`config.mk`:
```
export PLATFORM = sky130hd
export DESIGN_NAME = clag_cluster_agg
export DESIGN_NICKNAME = d
export VERILOG_FILES = /design/src/rtl/clag_pkg.sv /design/src/rtl/clag_link_check.sv /design/src/rtl/clag_hold.sv /design/src/rtl/clag_out_reg.sv /design/src/rtl/clag_cluster_agg.sv
export SDC_FILE = /design/constraint.sdc
export NUM_CORES = 1
export LEC_CHECK = 0
export ABC_AREA = 1
export BUFFER_PORTS_ARGS = -buffer_cell sky130_fd_sc_hd__buf_2
export CAP_MARGIN = 20
export CELL_PAD_IN_SITES_DETAIL_PLACEMENT = 1
export CELL_PAD_IN_SITES_GLOBAL_PLACEMENT = 2
export CORE_MARGIN = 5
export CORE_UTILIZATION = 35
export CTS_CLUSTER_SIZE = 10
export DETAILED_ROUTE_END_ITERATION = 6
export PLACE_DENSITY = 0.76
export SETUP_SLACK_MARGIN = 0.2
export SYNTH_ARGS = -nofsm -noshare
export SYNTH_HDL_FRONTEND = slang
export SYNTH_SLANG_ARGS = --single-unit
```
`constraint.sdc`:
```
create_clock -name clk -period 18.3 [get_ports clk]
set_input_delay 0 -clock clk [delete_from_list [all_inputs] [get_ports clk]]
set_output_delay 0 -clock clk [all_outputs]
set_load 0.005 [all_outputs]
```
`src/rtl/clag_pkg.sv`:
```
package clag_pkg;

  typedef struct packed {
    logic orphan;
    logic broken;
    logic ovf;
  } clag_flags_t;

endpackage

```
`src/rtl/clag_link_check.sv`:
```
module clag_link_check #(
  parameter int PAD_W  = 8,
  parameter int TS_W   = 16,
  parameter int TS_WIN = 4
) (
  input  logic [PAD_W-1:0] prev_pad,
  input  logic [TS_W-1:0]  prev_ts,
  input  logic [PAD_W-1:0] cur_pad,
  input  logic [TS_W-1:0]  cur_ts,
  output logic             pad_ok,
  output logic             ts_ok
);
  localparam logic [TS_W:0] WIN_EXT = (TS_W+1)'(TS_WIN);

  logic [PAD_W:0] next_pad;
  logic [TS_W-1:0] ts_gap;

  always_comb begin
    next_pad = {1'b0, prev_pad} + (PAD_W+1)'(1);
    pad_ok   = (next_pad == {1'b0, cur_pad});
    ts_gap   = (cur_ts >= prev_ts) ? (cur_ts - prev_ts) : (prev_ts - cur_ts);
    ts_ok    = ({1'b0, ts_gap} <= WIN_EXT);
  end

endmodule

```
`src/rtl/clag_hold.sv`:
```
module clag_hold
  import clag_pkg::*;
#(
  parameter int PAD_W   = 8,
  parameter int TS_W    = 16,
  parameter int DAT_W   = 288,
  parameter int MAX_LEN = 8,
  parameter int TS_WIN  = 4
) (
  input  logic             clk,
  input  logic             rst,
  input  logic             in_valid,
  output logic             in_ready,
  input  logic [PAD_W-1:0] in_pad,
  input  logic [TS_W-1:0]  in_ts,
  input  logic             in_fn,
  input  logic [DAT_W-1:0] in_dat,
  input  logic             dn_free,
  output logic             dn_push,
  output logic [PAD_W-1:0] dn_pad,
  output logic [TS_W-1:0]  dn_ts,
  output logic             dn_fn,
  output logic [DAT_W-1:0] dn_dat,
  output logic             dn_first,
  output logic             dn_last,
  output clag_flags_t      dn_flags
);
  localparam int CNT_W = $clog2(MAX_LEN + 1);
  localparam logic [CNT_W-1:0] MAX_C = CNT_W'(MAX_LEN);

  // Held message: last accepted element whose end marker may be pending
  logic             h_v;
  logic             h_final;   // end marker already decided
  logic             h_first;
  logic [PAD_W-1:0] h_pad;
  logic [TS_W-1:0]  h_ts;
  logic             h_fn;
  logic [DAT_W-1:0] h_dat;
  clag_flags_t      h_flags;
  logic [CNT_W-1:0] cnt;

  logic open_c, in_fire, joins, pad_ok, ts_ok;
  logic [CNT_W-1:0] cnt_inc;

  clag_link_check #(
    .PAD_W (PAD_W),
    .TS_W  (TS_W),
    .TS_WIN(TS_WIN)
  ) u_link (
    .prev_pad(h_pad),
    .prev_ts (h_ts),
    .cur_pad (in_pad),
    .cur_ts  (in_ts),
    .pad_ok  (pad_ok),
    .ts_ok   (ts_ok)
  );

  always_comb begin
    open_c   = h_v && !h_final;
    in_ready = !h_v || dn_free;
    in_fire  = in_valid && in_ready;
    joins    = open_c && pad_ok && ts_ok;
    cnt_inc  = cnt + CNT_W'(1);
    dn_push  = h_v && dn_free && (h_final || in_fire);
    dn_pad   = h_pad;
    dn_ts    = h_ts;
    dn_fn    = h_fn;
    dn_dat   = h_dat;
    dn_first = h_first;
    dn_last  = h_final || (in_fire && !joins);
    dn_flags = h_flags;
    dn_flags.broken = h_flags.broken || (open_c && in_fire && !joins);
  end

  always_ff @(posedge clk) begin
    if (rst) begin
      h_v     <= 1'b0;
      h_final <= 1'b0;
      h_first <= 1'b0;
      h_flags <= '0;
      cnt     <= '0;
    end else if (in_fire) begin
      h_v     <= 1'b1;
      h_pad   <= in_pad;
      h_ts    <= in_ts;
      h_fn    <= in_fn;
      h_dat   <= in_dat;
      h_flags <= '0;
      if (joins) begin
        h_first <= 1'b0;
        cnt     <= cnt_inc;
        if (in_fn) begin
          h_final <= 1'b1;
        end else if (cnt_inc == MAX_C) begin
          h_final     <= 1'b1;
          h_flags.ovf <= 1'b1;
        end else begin
          h_final <= 1'b0;
        end
      end else begin
        h_first <= 1'b1;
        if (in_fn) begin
          cnt     <= CNT_W'(1);
          h_final <= 1'b0;
        end else begin
          cnt            <= '0;
          h_final        <= 1'b1;
          h_flags.orphan <= 1'b1;
        end
      end
    end else if (dn_push) begin
      h_v <= 1'b0;
    end
  end

  // An open cluster always has a length between one and MAX_LEN-1
  p_open_len_r7: assert property (@(posedge clk) disable iff (rst)
    open_c |-> (cnt != '0 && cnt < MAX_C));

  // The held message leaves whenever a new one takes its place
  p_no_loss_r9: assert property (@(posedge clk) disable iff (rst)
    (in_fire && h_v) |-> dn_push);

  // A fresh neighbour message opens a cluster held as its first element
  p_fn_opens_r2: assert property (@(posedge clk) disable iff (rst)
    (in_fire && !joins && in_fn) |=> (h_v && h_first && !h_final));

endmodule

```
`src/rtl/clag_out_reg.sv`:
```
module clag_out_reg #(
  parameter int W = 32
) (
  input  logic         clk,
  input  logic         rst,
  input  logic         up_push,
  input  logic [W-1:0] up_data,
  output logic         up_free,
  output logic         out_valid,
  input  logic         out_ready,
  output logic [W-1:0] out_data
);
  always_comb up_free = !out_valid || out_ready;

  always_ff @(posedge clk) begin
    if (rst) begin
      out_valid <= 1'b0;
    end else if (up_push) begin
      out_valid <= 1'b1;
    end else if (out_ready) begin
      out_valid <= 1'b0;
    end
  end

  always_ff @(posedge clk) begin
    if (up_push) out_data <= up_data;
  end

  p_stall_hold_r9: assert property (@(posedge clk) disable iff (rst)
    (out_valid && !out_ready) |=> (out_valid && $stable(out_data)));

endmodule

```
`src/rtl/clag_cluster_agg.sv`:
```
module clag_cluster_agg
  import clag_pkg::*;
#(
  parameter int PAD_W   = 8,
  parameter int TS_W    = 16,
  parameter int NSAMP   = 32,
  parameter int SAMP_W  = 9,
  parameter int MAX_LEN = 8,
  parameter int TS_WIN  = 4
) (
  input  logic                    clk,
  input  logic                    rst,
  input  logic                    in_valid,
  output logic                    in_ready,
  input  logic [PAD_W-1:0]        in_pad,
  input  logic [TS_W-1:0]         in_ts,
  input  logic                    in_fn,
  input  logic [NSAMP*SAMP_W-1:0] in_samples,
  output logic                    out_valid,
  input  logic                    out_ready,
  output logic [PAD_W-1:0]        out_pad,
  output logic [TS_W-1:0]         out_ts,
  output logic                    out_fn,
  output logic [NSAMP*SAMP_W-1:0] out_samples,
  output logic                    out_first,
  output logic                    out_last,
  output logic                    out_orphan,
  output logic                    out_broken,
  output logic                    out_overflow
);
  localparam int DAT_W = NSAMP * SAMP_W;
  localparam int REC_W = PAD_W + TS_W + 1 + DAT_W + 2 + 3;

  logic             dn_free, dn_push, dn_fn, dn_first, dn_last;
  logic [PAD_W-1:0] dn_pad;
  logic [TS_W-1:0]  dn_ts;
  logic [DAT_W-1:0] dn_dat;
  clag_flags_t      dn_flags;
  logic [REC_W-1:0] rec_in, rec_out;

  clag_hold #(
    .PAD_W  (PAD_W),
    .TS_W   (TS_W),
    .DAT_W  (DAT_W),
    .MAX_LEN(MAX_LEN),
    .TS_WIN (TS_WIN)
  ) u_hold (
    .clk     (clk),
    .rst     (rst),
    .in_valid(in_valid),
    .in_ready(in_ready),
    .in_pad  (in_pad),
    .in_ts   (in_ts),
    .in_fn   (in_fn),
    .in_dat  (in_samples),
    .dn_free (dn_free),
    .dn_push (dn_push),
    .dn_pad  (dn_pad),
    .dn_ts   (dn_ts),
    .dn_fn   (dn_fn),
    .dn_dat  (dn_dat),
    .dn_first(dn_first),
    .dn_last (dn_last),
    .dn_flags(dn_flags)
  );

  always_comb rec_in = {dn_pad, dn_ts, dn_fn, dn_dat, dn_first, dn_last, dn_flags};

  clag_out_reg #(.W(REC_W)) u_oreg (
    .clk      (clk),
    .rst      (rst),
    .up_push  (dn_push),
    .up_data  (rec_in),
    .up_free  (dn_free),
    .out_valid(out_valid),
    .out_ready(out_ready),
    .out_data (rec_out)
  );

  always_comb begin
    {out_pad, out_ts, out_fn, out_samples, out_first, out_last,
     out_orphan, out_broken, out_overflow} = rec_out;
  end

  p_reset_idle_r1: assert property (@(posedge clk) disable iff (rst)
    $past(rst) |-> (!out_valid && in_ready));

  p_orphan_single_r4: assert property (@(posedge clk) disable iff (rst)
    (out_valid && out_orphan) |-> (out_first && out_last && !out_fn));

  p_broken_last_r5: assert property (@(posedge clk) disable iff (rst)
    (out_valid && out_broken) |-> out_last);

  p_ovf_last_r7: assert property (@(posedge clk) disable iff (rst)
    (out_valid && out_overflow) |-> (out_last && !out_fn && !out_broken));

  p_full_rate_r9: assert property (@(posedge clk) disable iff (rst)
    (!out_valid || out_ready) |-> in_ready);

endmodule

```
==> metrics.txt, run 1 <==
Reg clk slew, reported paths=0.06 ns; Post-CTS Repair Setup Buffers=0; Fin Setup TNS=0 ns; Worst Setup Start Kind=flop; Ys Warns=0; distinct cell type count after synthesis=35; clk_skew=0.0348 ns; die height=260 um; initial antenna violation count=18; fraction of final layout cells sized beyond drive strength 1=0.346; 1st-pass router iterations=6; Via Count=14300; CP Capture Type=flop; die width=260 um; post-cts hold buffer count=317; P_leak=12.5 nW; maximum vdd ir drop=0.0703 mV; H-tree depth=3; share of flip-flops with an asynchronous set or reset=0; via/cell ratio=4.65; Total Die Area=0.0674 sq mm; Worst Min Path Start=in_samples[209]; hold worst-path end=u_hold.dn_dat[209]; Clk Tree Root Cell=clkbuf_16; Final ANT Viol Nets=0; DRC=0; FF-to-FF path depth=7; critical path, cell by cell=inv_1 > nor2_1 > nand2_1 > nand2_1 > nor2_4 > buf_4 > buf_4; Post-synth EDFFs=631; Max-Cap Viols=0; FF-to-FF Start=u_oreg.out_valid; Top FF cell, synth=edfxtp_1; Buf/Inv on CP=3; vias in the first global route=15600; Total Nets Final=2558; PortBufs=636; Syn Nets=1527; top-count cell post-synth=edfxtp_1; final WL=80.4 mm; maximum clock path buffer count=3; synthesis-to-layout area growth=43.9%; Ports=637; post-route minimum period=3.40 ns; worst hold stages=2; core footprint=0.0617 sq mm; clk_lat worst skew=0.62 ns; RSZ-0062 raised after global routing=false; final core occ=0.508; max_slew headroom=0.157; post-CTS resize count=0; CP peak stage delay=0.84 ns; layout filler cell count=6197; FP Rows=91; HPWL Detailed=50.1 mm; Critical Path RT=18.52 ns; largest net degree at the start of global routing=181; Setup violations, final=0; CTS buffer count=75; period utilization=0.186; clk sink count=641; Initial Util=0.353; CP Max Fanout=66; DR iter-0 viols=1150; fmax=0.294 GHz; gr ovfl total=0; Avg WL per Cell=26.1 um; largest cells by area after synthesis=edfxtp_1 87%, nand2_1 3.3%, ha_1 1.9%; WP data arrival=3.61 ns; Cells after Synth=1177; worst min path class=in2reg; CTS tree=built; PwrDens=106 mW/mm^2; first-pass GRT wire length=111 mm; Worst Max-Slew Pin Slew=1.27 ns; Syn Area/Cell=18.5 sq um; post-synthesis sequential area ratio=0.878; number of synthesized register bits=641; FF-to-FF setup slack=14.90 ns; Mapped Area=0.0218 sq mm; CP max-delay cell=buf_4; Global Route Usage Sum=0.226; Slew Limit Fails=0; RR Endpoint=u_hold.dn_dat[116]; outcome=finished, final reports clean; Top delay family on crit path=buffers and inverters; kind of critical path=reg2reg; Yosys top cell by area=edfxtp_1; Final Hold Viols=0; global placer's final weighted congestion=0.832; top cells by count, synth=631 x edfxtp_1, 194 x nand2_1, 108 x inv_1, 45 x nand3_1, 42 x nor2_1; top-area cell type share of the netlist area=0.869
through the flow:
step	setup WS [ns]	area (sq um)	hold WS [ns]	std cells	total power [mW]
floorplan	3.68	21800	0.0989	1177	1.85
global placement	15.04	26100	0.177	2651	1.93
detailed placement	14.91	26100	0.179	2651	1.94
CTS	14.88	31300	0.0403	3061	3.31
global route	14.65	31400	0.0655	3075	3.46
finish	14.90	31400	0.0906	3079	3.33
flip-flops by register name (all words and copies together) (netlist names):
name and count:
u_hold.cnt 4, u_hold.dn_dat 288, u_hold.dn_first 1, u_hold.dn_flags 2, u_hold.dn_fn 1, u_hold.dn_pad 8, u_hold.dn_ts 16, u_hold.h_final 1
u_hold.h_v 1, u_oreg.out_data 318, u_oreg.out_valid 1
final cells by class:
type	count	area, sq um	share of cell area
repair buffers	959	6410	0.204
clock buffers	83	1910	0.0608
inverters	122	465	0.0148
multi-input cells	409	2190	0.0697
clock inverters	10	168	0.00534
well taps	837	1050	0.0334
diodes	18	45.0	0.00144
flip-flops and latches	641	19100	0.610
cells by family after synthesis:
| family | synth area share |
|---|---|
| flops | 0.878 |
| simple gates | 0.0636 |
| buf+inv | 0.0221 |
| compound gates | 0.0117 |
| fa+ha+maj | 0.0189 |
| xor+xnor | 0.00562 |
per-layer routing:
| layer | wire, um | up-vias | GRT usage | part of all wire |
|---|---|---|---|---|
| met5 | 68 | - | 0 | 0.00085 |
| met4 | 3640 | 10 | 0.0942 | 0.045 |
| met3 | 5530 | 157 | 0.0566 | 0.069 |
| met2 | 43500 | 646 | 0.418 | 0.54 |
| met1 | 27700 | 7208 | 0.245 | 0.34 |
| li1 | - | 6308 | - | - |
where the power goes:
part | internal, mW | switching, mW
clock network | 0.755 | 0.595
logic | 0.113 | 0.149
registers | 1.69 | 0.0261
layout by cell type (no fill, tap or decap), types with 13 or more instances in the layout:
cell type	netlist	layout
buf_2	4	636
edfxtp_1	631	631
dlygate4sd3_1	0	317
nand2_1	194	194
inv_1	108	107
clkbuf_16	0	75
nand3_1	45	45
nor2_1	42	41
ha_1	33	33
a21oi_1	24	24
diode_2	0	18
inv_2	13	13
worst max path at each step:
stage                                    end  cells after the start             start  slack (ns)
after floorplan             u_hold.dn_dat[0]                      5  u_oreg.out_valid        3.68
after global placement    u_hold.dn_dat[108]                      7  u_oreg.out_valid       15.04
after detailed placement  u_hold.dn_dat[176]                      7  u_oreg.out_valid       14.91
after CTS                   u_hold.dn_dat[9]                      7  u_oreg.out_valid       14.88
after global routing      u_hold.dn_dat[116]                      7  u_oreg.out_valid       14.65
final                     u_hold.dn_dat[116]                      7  u_oreg.out_valid       14.90
worst reg2reg max path, delay by kind of cell (launching register included):
| family | cells | cell delay, ns |
|---|---|---|
| flops | 1 | 0.31 |
| buf+inv | 3 | 1.66 |
| simple gates | 4 | 1.04 |
Note: power is estimated with default switching activity, not from simulation.
==> inputs of run 2 (changes only) <==
==> constraint.sdc (replaced) <==
create_clock -name clk -period 3.16 [get_ports clk]
set_input_delay 0 -clock clk [delete_from_list [all_inputs] [get_ports clk]]
set_output_delay 0 -clock clk [all_outputs]
set_load 0.005 [all_outputs]
==> metrics.txt, run 2 (synthesis results as in run 1) <==
outcome=finished, final reports clean (unchanged); Slew Limit Fails=0 (unchanged); Ports=637 (unchanged); maximum clock path buffer count=3 (unchanged); Multi-input gate area=0.00220 sq mm (was 0.00219 sq mm); DR iter-0 viols=1023 (was 1150); fraction of final layout cells sized beyond drive strength 1=0.349 (was 0.346); Final Hold Viols=0 (unchanged); Worst Min Path Start=in_samples[209] (unchanged); die height=260 um (unchanged); final std cells w/o fill=3094 (was 3079); PwrDens=620 mW/mm^2 (was 106 mW/mm^2); hold worst-path end=u_hold.dn_dat[209] (unchanged); 1st-pass router iterations=5 (was 6); most frequent cells in the layout=636 x buf_2, 631 x edfxtp_1, 316 x dlygate4sd3_1, 192 x nand2_1, 107 x inv_1 (was 636 x buf_2, 631 x edfxtp_1, 317 x dlygate4sd3_1, 194 x nand2_1, 107 x inv_1); FF-to-FF Start=u_hold.dn_ts[4] (was u_oreg.out_valid); CTS buffer count=76 (was 75); fmax=0.381 GHz (was 0.294 GHz); Placed Cells=2656 (was 2651); layout filler cell count=6191 (was 6197); Post-CTS Repair Setup Buffers=0 (unchanged); die width=260 um (unchanged); post-route minimum period=2.62 ns (was 3.40 ns); Worst Max-Slew Pin Slew=0.777 ns (was 1.27 ns); CTS tree=built (unchanged); P_leak=12.6 nW (was 12.5 nW); core footprint=0.0617 sq mm (unchanged); PortBufs=636 (unchanged); H-tree depth=3 (unchanged); Final ANT Viol Nets=0 (unchanged); clk sink count=641 (unchanged); NetSw=4.48 mW (was 770 uW); max_slew headroom=0.482 (was 0.157); global placer's final weighted congestion=0.861 (was 0.832); flip-flop count of the largest register after layout=318 (unchanged); Reg clk slew, reported paths=0.06 ns (about the same); RR Endpoint=u_oreg.out_data[3] (was u_hold.dn_dat[116]); clk_lat worst skew=0.61 ns (was 0.62 ns); vias in the first global route=15700 (was 15600); initial antenna violation count=26 (was 18); RSZ-0062 raised after global routing=false (unchanged); Fin Setup TNS=0 ns (unchanged); synthesis-to-layout area growth=44.9% (was 43.9%); Avg WL per Cell=25.3 um (was 26.1 um); Worst Setup Start Kind=flop (unchanged); Initial Util=0.353 (unchanged); Net Sw Frac=0.229 (was 0.231); CP Capture Type=flop (unchanged); first-pass GRT wire length=110 mm (was 111 mm); WP data arrival=2.97 ns (was 3.61 ns); HPWL Detailed=50.8 mm (was 50.1 mm); via/cell ratio=4.61 (was 4.65); FF-to-FF path depth=16 (was 7); Global Route Usage Sum=0.222 (was 0.226); post-CTS resize count=0 (unchanged); Largest Register=u_oreg.out_data (unchanged); worst min path class=in2reg (unchanged); FF-to-FF setup slack=0.54 ns (was 14.90 ns); Via Count=14300 (about the same); kind of critical path=reg2reg (unchanged); Max-Cap Viols=0 (unchanged); Logic pwr share=0.078 (was 0.079); most common cell after layout, fill and taps aside=buf_2 (unchanged); final WL=78.3 mm (was 80.4 mm); worst hold stages=2 (unchanged); Total Die Area=0.0674 sq mm (unchanged); clk_skew=0.0367 ns (was 0.0348 ns); Setup violations, final=0 (unchanged); Storage cell area=0.0191 sq mm (about the same); period utilization=0.831 (was 0.186); CP Max Fanout=7 (was 66); clock group share of total power=0.415 (was 0.405); maximum vdd ir drop=0.343 mV (was 0.0703 mV); Clk Tree Root Cell=clkbuf_16 (unchanged); DRC=0 (unchanged); largest net degree at the start of global routing=123 (was 181); Critical Path RT=3.51 ns (was 18.52 ns); gr ovfl total=0 (unchanged); Total Nets Final=2563 (was 2558); Seq pwr share=0.507 (was 0.516); FP Rows=91 (unchanged); post-cts hold buffer count=316 (was 317); Internal=15.1 mW (was 2.56 mW)
[run 2: final cells by class]
class,count,area share
multi-input cells,409,0.0695
inverters,122,0.0146
repair buffers,963,0.206
flip-flops and latches,641,0.606
clock buffers,93,0.0625
diodes,17,0.00135
clock inverters,12,0.00673
well taps,837,0.0331
[run 2: worst max-delay path by stage]
| stage | from | end | slack [ns] | cells after the start |
|---|---|---|---|---|
| after floorplan | u_oreg.out_valid | u_oreg.out_data[0] | -2.88 | 7 |
| after global placement | u_hold.dn_ts[5] | u_oreg.out_data[3] | 0.59 | 14 |
| after detailed placement | u_hold.dn_ts[4] | u_oreg.out_data[3] | 0.49 | 16 |
| after CTS | u_hold.dn_ts[4] | u_oreg.out_data[3] | 0.48 | 16 |
| after global routing | u_hold.dn_ts[5] | u_oreg.out_data[3] | 0.25 | 16 |
| final | u_hold.dn_ts[4] | u_oreg.out_data[3] | 0.54 | 16 |
[run 2: worst max-delay path: stages (launching register included)]
cell,delay [ns]
edfxtp_1,0.41
ha_1,0.48
nand2_2,0.14
nor2_2,0.21
o21ai_1,0.14
nand2_1,0.13
nand2_1,0.09
nand2_1,0.08
nand2_1,0.05
nand2_1,0.07
nand2_1,0.04
nor2_1,0.10
nand2_1,0.07
nand2_2,0.13
nand2_1,0.10
nand2_1,0.09
nand2_1,0.06
[run 2: through the flow]
stage	setup WS, ns	power [mW]	util	hold slack, ns	cell area [sq um]
3_5_place_dp	0.491	11.2	0.425	0.178	26200
6_report	0.535	19.6	0.512	0.103	31600
5_1_grt	0.248	20.4	0.512	0.0854	31600
4_1_cts	0.481	19.6	0.511	0.0526	31600
3_3_place_gp	0.594	11.2	0.425	0.177	26200
2_1_floorplan	-2.88	10.6	-	0.0989	21800
[run 2: power groups by stage]
stage,Clock [mW],Combinational (mW),Sequential [mW]
after CTS,8.12,1.52,9.93
after floorplan,0,0.448,10.2
after global placement,0,1.12,10.1
final,8.13,1.53,9.95
after global routing,8.75,1.64,9.97
after detailed placement,0,1.15,10.1
[run 2: layer usage]
metal / GRT usage / routed length, um
met4: 0.112 / 4320
met2: 0.403 / 41300
met3: 0.0642 / 5430
met1: 0.237 / 27100
met5: 0 / 115
